<file path="src/rtl/flash_cmd_pkg.sv">
package flash_cmd_pkg;
    typedef enum logic [1:0] {RM_ARRAY = 2'd0, RM_STATUS = 2'd1, RM_IDENT = 2'd2, RM_QUERY = 2'd3} rmode_e;
    typedef enum logic [2:0] {OP_NONE = 3'd0, OP_PROG = 3'd1, OP_ERASE = 3'd2, OP_BUF = 3'd3, OP_BLANK = 3'd4} opk_e;
    typedef enum logic [3:0] {
        C_RD_ARRAY, C_RD_STAT, C_RD_ID, C_RD_QRY, C_CLR, C_PROG, C_ERASE,
        C_BUF, C_BLANK, C_CONFIRM, C_SUSP, C_OTHER
    } cmd_e;
    typedef enum logic [2:0] {S_IDLE, S_PROG, S_ERASE, S_BLANK, S_BCNT, S_BLOAD, S_BCONF} st_e;

    localparam logic [7:0] K_RD_ARRAY = 8'hFF;
    localparam logic [7:0] K_RD_STAT  = 8'h70;
    localparam logic [7:0] K_RD_ID    = 8'h90;
    localparam logic [7:0] K_RD_QRY   = 8'h98;
    localparam logic [7:0] K_CLR      = 8'h50;
    localparam logic [7:0] K_PROG     = 8'h40;
    localparam logic [7:0] K_ERASE    = 8'h20;
    localparam logic [7:0] K_BUF      = 8'hE8;
    localparam logic [7:0] K_BLANK    = 8'h80;
    localparam logic [7:0] K_CONFIRM  = 8'hD0;
    localparam logic [7:0] K_SUSP     = 8'hB0;
endpackage

</file>
<file path="src/rtl/flash_cmd_decode.sv">
module flash_cmd_decode
    import flash_cmd_pkg::*;
(
    input  logic [7:0] code,
    output cmd_e       cmd
);
    always_comb begin
        case (code)
            K_RD_ARRAY: cmd = C_RD_ARRAY;
            K_RD_STAT:  cmd = C_RD_STAT;
            K_RD_ID:    cmd = C_RD_ID;
            K_RD_QRY:   cmd = C_RD_QRY;
            K_CLR:      cmd = C_CLR;
            K_PROG:     cmd = C_PROG;
            K_ERASE:    cmd = C_ERASE;
            K_BUF:      cmd = C_BUF;
            K_BLANK:    cmd = C_BLANK;
            K_CONFIRM:  cmd = C_CONFIRM;
            K_SUSP:     cmd = C_SUSP;
            default:    cmd = C_OTHER;
        endcase
    end
endmodule

</file>
<file path="src/rtl/flash_status_reg.sv">
module flash_status_reg (
    input  logic       clk,
    input  logic       rst_n,
    input  logic       set_seq,
    input  logic       set_prog,
    input  logic       set_erase,
    input  logic       clr,
    input  logic       rdy,
    input  logic       rd_strobe,
    output logic [1:0] err,
    output logic [7:0] snap
);
    typedef struct packed {
        logic [1:0] err;
        logic [7:0] snap;
    } sr_t;

    sr_t sr_d, sr_q;

    always_comb begin
        sr_d = sr_q;
        if (clr) sr_d.err = 2'b00;
        sr_d.err = sr_d.err | {set_erase | set_seq, set_prog | set_seq};
        if (rd_strobe) sr_d.snap = {rdy, 1'b0, sr_q.err[1], sr_q.err[0], 4'h0};
    end

    always_ff @(posedge clk) begin
        if (!rst_n) sr_q <= '0;
        else        sr_q <= sr_d;
    end

    assign err  = sr_q.err;
    assign snap = sr_q.snap;
endmodule

</file>
<file path="src/rtl/flash_rd_mux.sv">
module flash_rd_mux
    import flash_cmd_pkg::*;
#(
    parameter int DW = 16
) (
    input  rmode_e        mode,
    input  logic [DW-1:0] arr_data,
    input  logic [DW-1:0] id_data,
    input  logic [DW-1:0] qry_data,
    input  logic [7:0]    snap,
    output logic [DW-1:0] dout
);
    localparam int PAD = DW - 8;

    always_comb begin
        case (mode)
            RM_ARRAY:  dout = arr_data;
            RM_STATUS: dout = {{PAD{1'b0}}, snap};
            RM_IDENT:  dout = id_data;
            default:   dout = qry_data;
        endcase
    end
endmodule

</file>
<file path="src/rtl/flash_cmd_fsm.sv">
module flash_cmd_fsm
    import flash_cmd_pkg::*;
#(
    parameter int AW = 25,
    parameter int DW = 16,
    parameter int CW = 9
) (
    input  logic          clk,
    input  logic          rst_n,
    input  logic          wr_en,
    input  logic [AW-1:0] wr_addr,
    input  logic [DW-1:0] wr_data,
    input  logic          rd_strobe,
    input  logic [DW-1:0] arr_data,
    input  logic [DW-1:0] id_data,
    input  logic [DW-1:0] qry_data,
    input  logic          eng_busy,
    input  logic          eng_prog_err,
    input  logic          eng_erase_err,
    output logic          op_start,
    output logic [2:0]    op_kind,
    output logic [AW-1:0] op_addr,
    output logic [DW-1:0] op_data,
    output logic          buf_load,
    output logic          op_suspend,
    output logic [1:0]    rd_mode,
    output logic [DW-1:0] dout
);
    localparam int NW = CW + 1;

    typedef struct packed {
        st_e           st;
        rmode_e        mode;
        logic          act;
        logic          seen;
        logic          blank;
        logic [NW-1:0] cnt;
        logic          start;
        opk_e          kind;
        logic [AW-1:0] addr;
        logic [DW-1:0] data;
        logic          load;
        logic          susp;
    } ctl_t;

    ctl_t q, d;
    cmd_e cmd;
    logic busy_any;
    logic set_seq, clr;
    logic [1:0] err_w;
    logic [7:0] snap_w;

    flash_cmd_decode u_dec (.code(wr_data[7:0]), .cmd(cmd));

    assign busy_any = q.act | eng_busy;

    always_comb begin
        d       = q;
        d.start = 1'b0;
        d.load  = 1'b0;
        d.susp  = 1'b0;
        set_seq = 1'b0;
        clr     = 1'b0;
        if (q.act) begin
            if (eng_busy) d.seen = 1'b1;
            else if (q.seen) begin
                d.act   = 1'b0;
                d.seen  = 1'b0;
                d.blank = 1'b0;
            end
        end
        if (wr_en) begin
            if (q.blank) begin
                d.load = 1'b1;
                d.addr = wr_addr;
                d.data = wr_data;
            end else if (busy_any) begin
                if (cmd == C_RD_STAT)  d.mode = RM_STATUS;
                else if (cmd == C_SUSP) d.susp = 1'b1;
            end else begin
                case (q.st)
                    S_IDLE: begin
                        case (cmd)
                            C_RD_ARRAY: d.mode = RM_ARRAY;
                            C_RD_STAT:  d.mode = RM_STATUS;
                            C_RD_ID:    d.mode = RM_IDENT;
                            C_RD_QRY:   d.mode = RM_QUERY;
                            C_CLR:      clr = 1'b1;
                            C_PROG:     d.st = S_PROG;
                            C_ERASE:    d.st = S_ERASE;
                            C_BUF:      d.st = S_BCNT;
                            C_BLANK:    d.st = S_BLANK;
                            default:    d.st = S_IDLE;
                        endcase
                    end
                    S_BCNT: begin
                        d.cnt = {1'b0, wr_data[CW-1:0]} + NW'(1);
                        d.st  = S_BLOAD;
                    end
                    S_BLOAD: begin
                        d.load = 1'b1;
                        d.addr = wr_addr;
                        d.data = wr_data;
                        d.cnt  = q.cnt - NW'(1);
                        if (q.cnt == NW'(1)) d.st = S_BCONF;
                    end
                    default: begin
                        d.st   = S_IDLE;
                        d.mode = RM_STATUS;
                        if (q.st == S_PROG || cmd == C_CONFIRM) begin
                            d.start = 1'b1;
                            d.act   = 1'b1;
                            d.seen  = 1'b0;
                            d.addr  = wr_addr;
                            d.data  = wr_data;
                            case (q.st)
                                S_PROG:  d.kind = OP_PROG;
                                S_ERASE: d.kind = OP_ERASE;
                                S_BLANK: d.kind = OP_BLANK;
                                default: d.kind = OP_BUF;
                            endcase
                            d.blank = (q.st == S_BLANK);
                        end else begin
                            set_seq = 1'b1;
                        end
                    end
                endcase
            end
        end
    end

    always_ff @(posedge clk) begin
        if (!rst_n) begin
            q      <= '0;
            q.st   <= S_IDLE;
            q.mode <= RM_ARRAY;
            q.kind <= OP_NONE;
        end else begin
            q <= d;
        end
    end

    flash_status_reg u_sr (
        .clk(clk), .rst_n(rst_n), .set_seq(set_seq), .set_prog(eng_prog_err),
        .set_erase(eng_erase_err), .clr(clr), .rdy(~busy_any), .rd_strobe(rd_strobe),
        .err(err_w), .snap(snap_w)
    );

    flash_rd_mux #(.DW(DW)) u_mux (
        .mode(q.mode), .arr_data(arr_data), .id_data(id_data), .qry_data(qry_data),
        .snap(snap_w), .dout(dout)
    );

    assign op_start   = q.start;
    assign op_kind    = q.kind;
    assign op_addr    = q.addr;
    assign op_data    = q.data;
    assign buf_load   = q.load;
    assign op_suspend = q.susp;
    assign rd_mode    = q.mode;
endmodule

</file>
<file path="config.mk">
export PLATFORM = sky130hd
export DESIGN_NAME = flash_cmd_fsm
export DESIGN_NICKNAME = d
export VERILOG_FILES = /design/src/rtl/flash_cmd_pkg.sv /design/src/rtl/flash_cmd_decode.sv /design/src/rtl/flash_status_reg.sv /design/src/rtl/flash_rd_mux.sv /design/src/rtl/flash_cmd_fsm.sv
export SDC_FILE = /design/constraint.sdc
export NUM_CORES = 1
export LEC_CHECK = 0
export CAP_MARGIN = 20
export CORE_MARGIN = 4
export CORE_UTILIZATION = 25
export CTS_BUF_LIST = sky130_fd_sc_hd__clkbuf_4
export CTS_CLUSTER_DIAMETER = 50
export DETAILED_ROUTE_END_ITERATION = 6
export SETUP_SLACK_MARGIN = 0.15
export SYNTH_ARGS = -nofsm -noshare
export SYNTH_HDL_FRONTEND = slang
export SYNTH_SLANG_ARGS = --single-unit
</file>
<file path="constraint.sdc">
create_clock -name clk -period 2.3 [get_ports clk]
set_input_delay 0.575 -clock clk [delete_from_list [all_inputs] [get_ports clk]]
set_output_delay 0.575 -clock clk [all_outputs]
set_load 0.01 [all_outputs]
</file>
**Word-level counts from Yosys, hierarchy flattened**

Cells that the tools add are included.

- Register bits: 70
- Latch bits: 0
- RAM bits: 0
- Memory bits (read-only): 0
- Word-level logic and storage cells: 120
- Memories kept: 0

- Add/subtract/negate cells: 2
- Multipliers: 0
- Divide/modulo/power cells: 0
- Magnitude comparators: 0
- Eq/ne operators: 36
- Shift-type cells: 0
- Multiplexer cells: 41
- Bitwise logic cells: 9
- Reductions and logical operators: 18

Operators by type and width:

| cell | number |
|---|---|
| $pmux 41 s2 | 1 |
| $mux 60 | 1 |
| $mux 59 | 1 |
| $eq 8x8->1 const B | 7 |
| $pmux 16 s3 | 1 |
| $mux 45 | 1 |
| $pmux 4 s11 | 1 |
| $mux 42 | 1 |
| $eq 8x7->1 const B | 3 |
| $pmux 10 s2 | 1 |
| $mux 1 | 18 |
| $pmux 3 s3 | 2 |
| $mux 17 | 1 |
| $eq 4x3->1 const B | 4 |
| $mux 3 | 5 |
| $pmux 3 s5 | 1 |
| $reduce_and 5->1 | 3 |
| $eq 4x4->1 const B | 3 |
| $add 9x1->10 const B | 1 |
| $eq 10x1->1 const B | 1 |
| $reduce_or 5->1 | 2 |
| $sub 10x1->10 const B | 1 |
| $eq 4x2->1 const B | 2 |
| $eq 8x6->1 const B | 1 |
| other kinds (27) | 43 |

**Logic depth before layout (Yosys ltp)**

- Word-level depth: 11
- Mapped depth: 10
- Depth with buffers taken out: 8

**By module**

Synthesis repeated with hierarchy kept, for this count alone.

- Cells, all modules: 519
- Area total of the unflattened synthesis: 4598.2 um^2

By module, submodules not included:

| module | times used | cells an instance | area each (um^2) | sequential area each (um^2) |
|---|---|---|---|---|
| flash_cmd_fsm | 1 | 425 | 3669.8 | 1301.2 |
| flash_rd_mux | 1 | 29 | 436.7 | 0.0 |
| flash_cmd_decode | 1 | 44 | 271.5 | 0.0 |
| flash_status_reg | 1 | 21 | 220.2 | 100.1 |

**Worst setup path before layout**

OpenSTA, ideal clock, no wires.

- Kind: input-to-reg
- From: input wr_data[0]
- To: register q (netlist bit op_data[7])
- Setup time: 128 ps
- Arrival: 2364 ps
- Required time: 2172 ps
- Slack: -192 ps
- Cell stages on the path: 10
- Path buffers: 2
- Cells stage by stage: inv_1 -> ha_1 -> or3b_1 -> buf_2 -> or4_4 -> a21boi_2 -> o21ai_2 -> buf_6 -> mux2i_1 -> nor2_1

- Cells in the longest elaborated chain, start to end: 6

RTL lines:

| item | line | text |
|---|---|---|
| start: declaration | flash_cmd_fsm.sv:12 | `input logic [DW-1:0] wr_data,` |
| $eq 8x8->1, or another cell as far along | flash_cmd_decode.sv:8 | `case (code)` |
| $pmux 4 s11 (*) | flash_cmd_decode.sv:8 |  |
| $eq 4x4->1 (*) | flash_cmd_fsm.sv:110 | `if (q.st == S_PROG \|\| cmd == C_CONFIRM) begin` |
| $logic_or 1x1->1 (*) | flash_cmd_fsm.sv:110 |  |
| $reduce_bool 3->1 (no source line) (*) | n/a |  |
| $reduce_and 4->1 (no source line) (*) | n/a |  |
| end: declaration | flash_cmd_fsm.sv:46 | `ctl_t q, d;` |

Mark *: on every way between the ends. The rest lies on a longest branch, timed or not.
A chain may end at the register's enable or synchronous reset.

**Final worst setup path**

- From: input wr_data[1]
- To: register q (netlist bit op_data[1])

- Cells in the longest elaborated chain, start to end: 6

RTL lines:

| item | line |
|---|---|
| $eq 8x8->1, or another cell as far along | flash_cmd_decode.sv:8 |
| $pmux 4 s11 | flash_cmd_decode.sv:8 |
| $eq 4x4->1 | flash_cmd_fsm.sv:110 |
| $logic_or 1x1->1 | flash_cmd_fsm.sv:110 |
| $reduce_bool 3->1 (no source line) | n/a |
| $reduce_and 4->1 (no source line) | n/a |

Several ways; a longest one is shown, not always the timed one. The select of a mux whose other input is x is not followed.

==> impl_metrics.yaml <==
run_status:
  run_status: "finished clean"
timing:
  max_freq_mhz: 445
  fin_crit_ns: 2.25
  setup_viol: 0
  clock_skew_ns: 0.00663
  max_slew.worst_pin.slew_ns: 0.549
  finalMaxSlewViolations: 0
  post-route-period-util_pct: 97.7
  rsz0062_at_grt: "yes"
  final_hold_viol_count: 0
  timing.final.ws_setup_ns: 0.0529
  slew_headroom_pct: 63.4
  tns_ns: 0
cts:
  numCtsBuffers: 9
  clkSlewWorstSetupHoldPaths_ns: 0.11
  clock-sinks: 70
  root_buffer: "clkbuf_4"
  clock_latency_ns: 0.41
  max-clock-path-buffers: 2
  htreeDepth: 3
  cts_tree: "done"
layout:
  diodes: 0
  regArea_um2: 1410
  multi_input_area_um2: 2320
  nets: 790
  areaGrowthSynthToFinish_pct: 59.7
  nFillCells: 1669
  drive_above_1_share_pct: 21.6
worst_setup_path:
  worstSetupPathType: "in2reg"
  r2r-start: "q[63]"
  crit_required_ns: 2.61
  critical_path.max_fanout: 4
  arrival_ns: 2.56
  end_kind: "flip-flop"
  cp-startpoint: "wr_data[1]"
  start_kind: "input port"
  rr_worst_depth: 6
synthesis:
  yosys.cell_types.count: 57
  synthCells: 508
  synth_edf_count: 0
  syn_nets: 608
  synth_area_leader_cell: "dfxtp_1"
  synth_top_cell_area_share_pct: 33.5
  avgSynthCellArea_um2: 8.24
  synth_ff_type: "dfxtp_1"
  syn_area_um2: 4190
  synth-seq-cells: 70
  yosysMostFrequentCell: "dfxtp_1"
  ys_warn_count: 0
  yosys-top-cells-count: "dfxtp_1, nor2_1, mux2i_1"
  ys_seq_area_share_pct: 33.5
  synth.top_cells.by_area: "dfxtp_1, mux2i_1, buf_4, nor2_1, o21ai_0"
  ys_async_sr_fraction_pct: 0
global_routing:
  grt_pass1_wl_um: 20200
  antenna_found_initial: 0
  grt_usage_pct: 13.3
  grt_overflow: 0
  grt_max_degree: 29
  grt_pass1_vias: 4022
floorplanning:
  io_pins: 161
  die_width_um: 137
  core_um2: 16500
  die_h_um: 137
  start_util_pct: 25.3
  die_area_um2: 18900
  fp-row-count: 47
detailed_routing:
  vias: 4160
  ant_nets: 0
  totalWireLength_um: 13300
  viasPerCell: 4.55
  first_pass_iters: 4
  detail_route.iter0.violations: 188
  drc: 0
  wl_per_cell_um: 14.6
worst_hold_path:
  hold_path_depth: 2
  hp-class: "reg2reg"
  hold_start: "u_sr.err[0]"
placed_design:
  post-dp-hpwl_um: 9890
  dp_slack_ns: -0.773
  place.gp.congestion: 0.825
  placement.io_buffers: 160
power_and_ir_drop:
  ir_drop_v: 0.000263
  powerDensity_nw_per_um2: 418
  p_leak_nw: 2.84
job:
  max_cap_violations: 0
[path summary, 6_finish.rpt]
kind            endpoint  slack [ns]
min          u_sr.err[0]        0.49
max reg2reg   rd_mode[0]        0.39
min reg2reg  u_sr.err[0]        0.49
max           op_data[1]        0.05
[cell type report]
cell class / count / share of cell area [%]
timing repair buffer: 250 / 36.3
multi-input combinational: 348 / 34.7
sequential: 70 / 21.0
tap: 220 / 4.12
clock inverter: 7 / 2.04
clock buffer: 9 / 1.01
inverter: 11 / 0.880
[power breakdown]
part | total (mW) | switching, mW | internal [mW]
combinational | 0.474 | 0.193 | 0.282
clock | 1.10 | 0.446 | 0.654
sequential | 1.22 | 0.00473 | 1.22
total | 2.80 | 0.643 | 2.15
[state kept, by name, summed over array words and instances (netlist names)]
register	count
op_start	1
u_sr.snap	3
u_sr.err	2
op_addr	25
op_suspend	1
buf_load	1
rd_mode	2
op_kind	3
op_data	16
q	16
[worst max-delay path, stage by stage]
cell and delay [ns]:
buf_6 0.09, buf_6 0.12, inv_12 0.04, ha_4 0.12
or3b_4 0.38, or4_4 0.45, a21boi_4 0.17, o21ai_4 0.10
buf_12 0.16, clkbuf_16 0.15, mux2i_1 0.14, nor2_1 0.05
[routing by layer]
layer | track usage [%] | wire length, um
met3 | 2.85 | 687
met2 | 22.2 | 6530
met4 | 3.60 | 162
met1 | 17.4 | 5960
met5 | 0 | 0
[cell families (layout without fill, tap and decap cells)]
| logic type | count (synthesis) | after routing | share of synthesized area, % |
|---|---|---|---|
| compound gates | 96 | 96 | 14.6 |
| mux | 63 | 63 | 16.0 |
| xor+xnor | 9 | 9 | 1.88 |
| flops | 70 | 70 | 33.5 |
| simple gates | 176 | 176 | 19.6 |
| fa+ha+maj | 4 | 4 | 1.20 |
| buf+inv | 90 | 277 | 13.2 |
[placed cells by master, fill, tap and decap left out, types with 3 or more instances in the layout]
master and count:
nor3b_1 3, xnor2_1 3, clkdlybuf4s50_1 135, nor2b_1 5
a22oi_1 5, buf_6 9, nor3_1 12, buf_16 4
a21oi_1 20, a211oi_1 4, nand3_1 13, o22ai_1 5
clkbuf_4 9, dlygate4sd2_1 5, inv_1 8, buf_2 17
o21ai_0 28, clkbuf_16 3, o21ai_1 5, and2_1 4
nand2b_1 10, mux4_2 3, buf_4 69, nand4_1 3
or3_1 3, mux2i_1 57, dfxtp_1 69, buf_12 5
nor2_1 66, bufinv_16 4, xor2_1 5, o22a_1 3
nand2_1 42, ha_1 3
[stage by stage]
step	util, %	cells	hold WS [ns]	instance area, um2	power [mW]
2_1_floorplan	-	508	0.444	4230	1.42
3_3_place_gp	37.3	882	0.457	6160	1.73
3_5_place_dp	37.3	882	0.476	6160	1.73
4_1_cts	39.3	907	0.493	6490	2.84
5_1_grt	40.5	915	0.523	6690	2.93
6_report	40.5	915	0.494	6690	2.80
[timing repair]
action,4_1_cts,5_1_grt
pin swaps,4,10
endpoints found under the setup margin,73,52
resized for setup,100,22
setup buffers,5,5
hold buffers,0,0
gates cloned,4,3
Note: power is estimated with default switching activity, not from simulation.
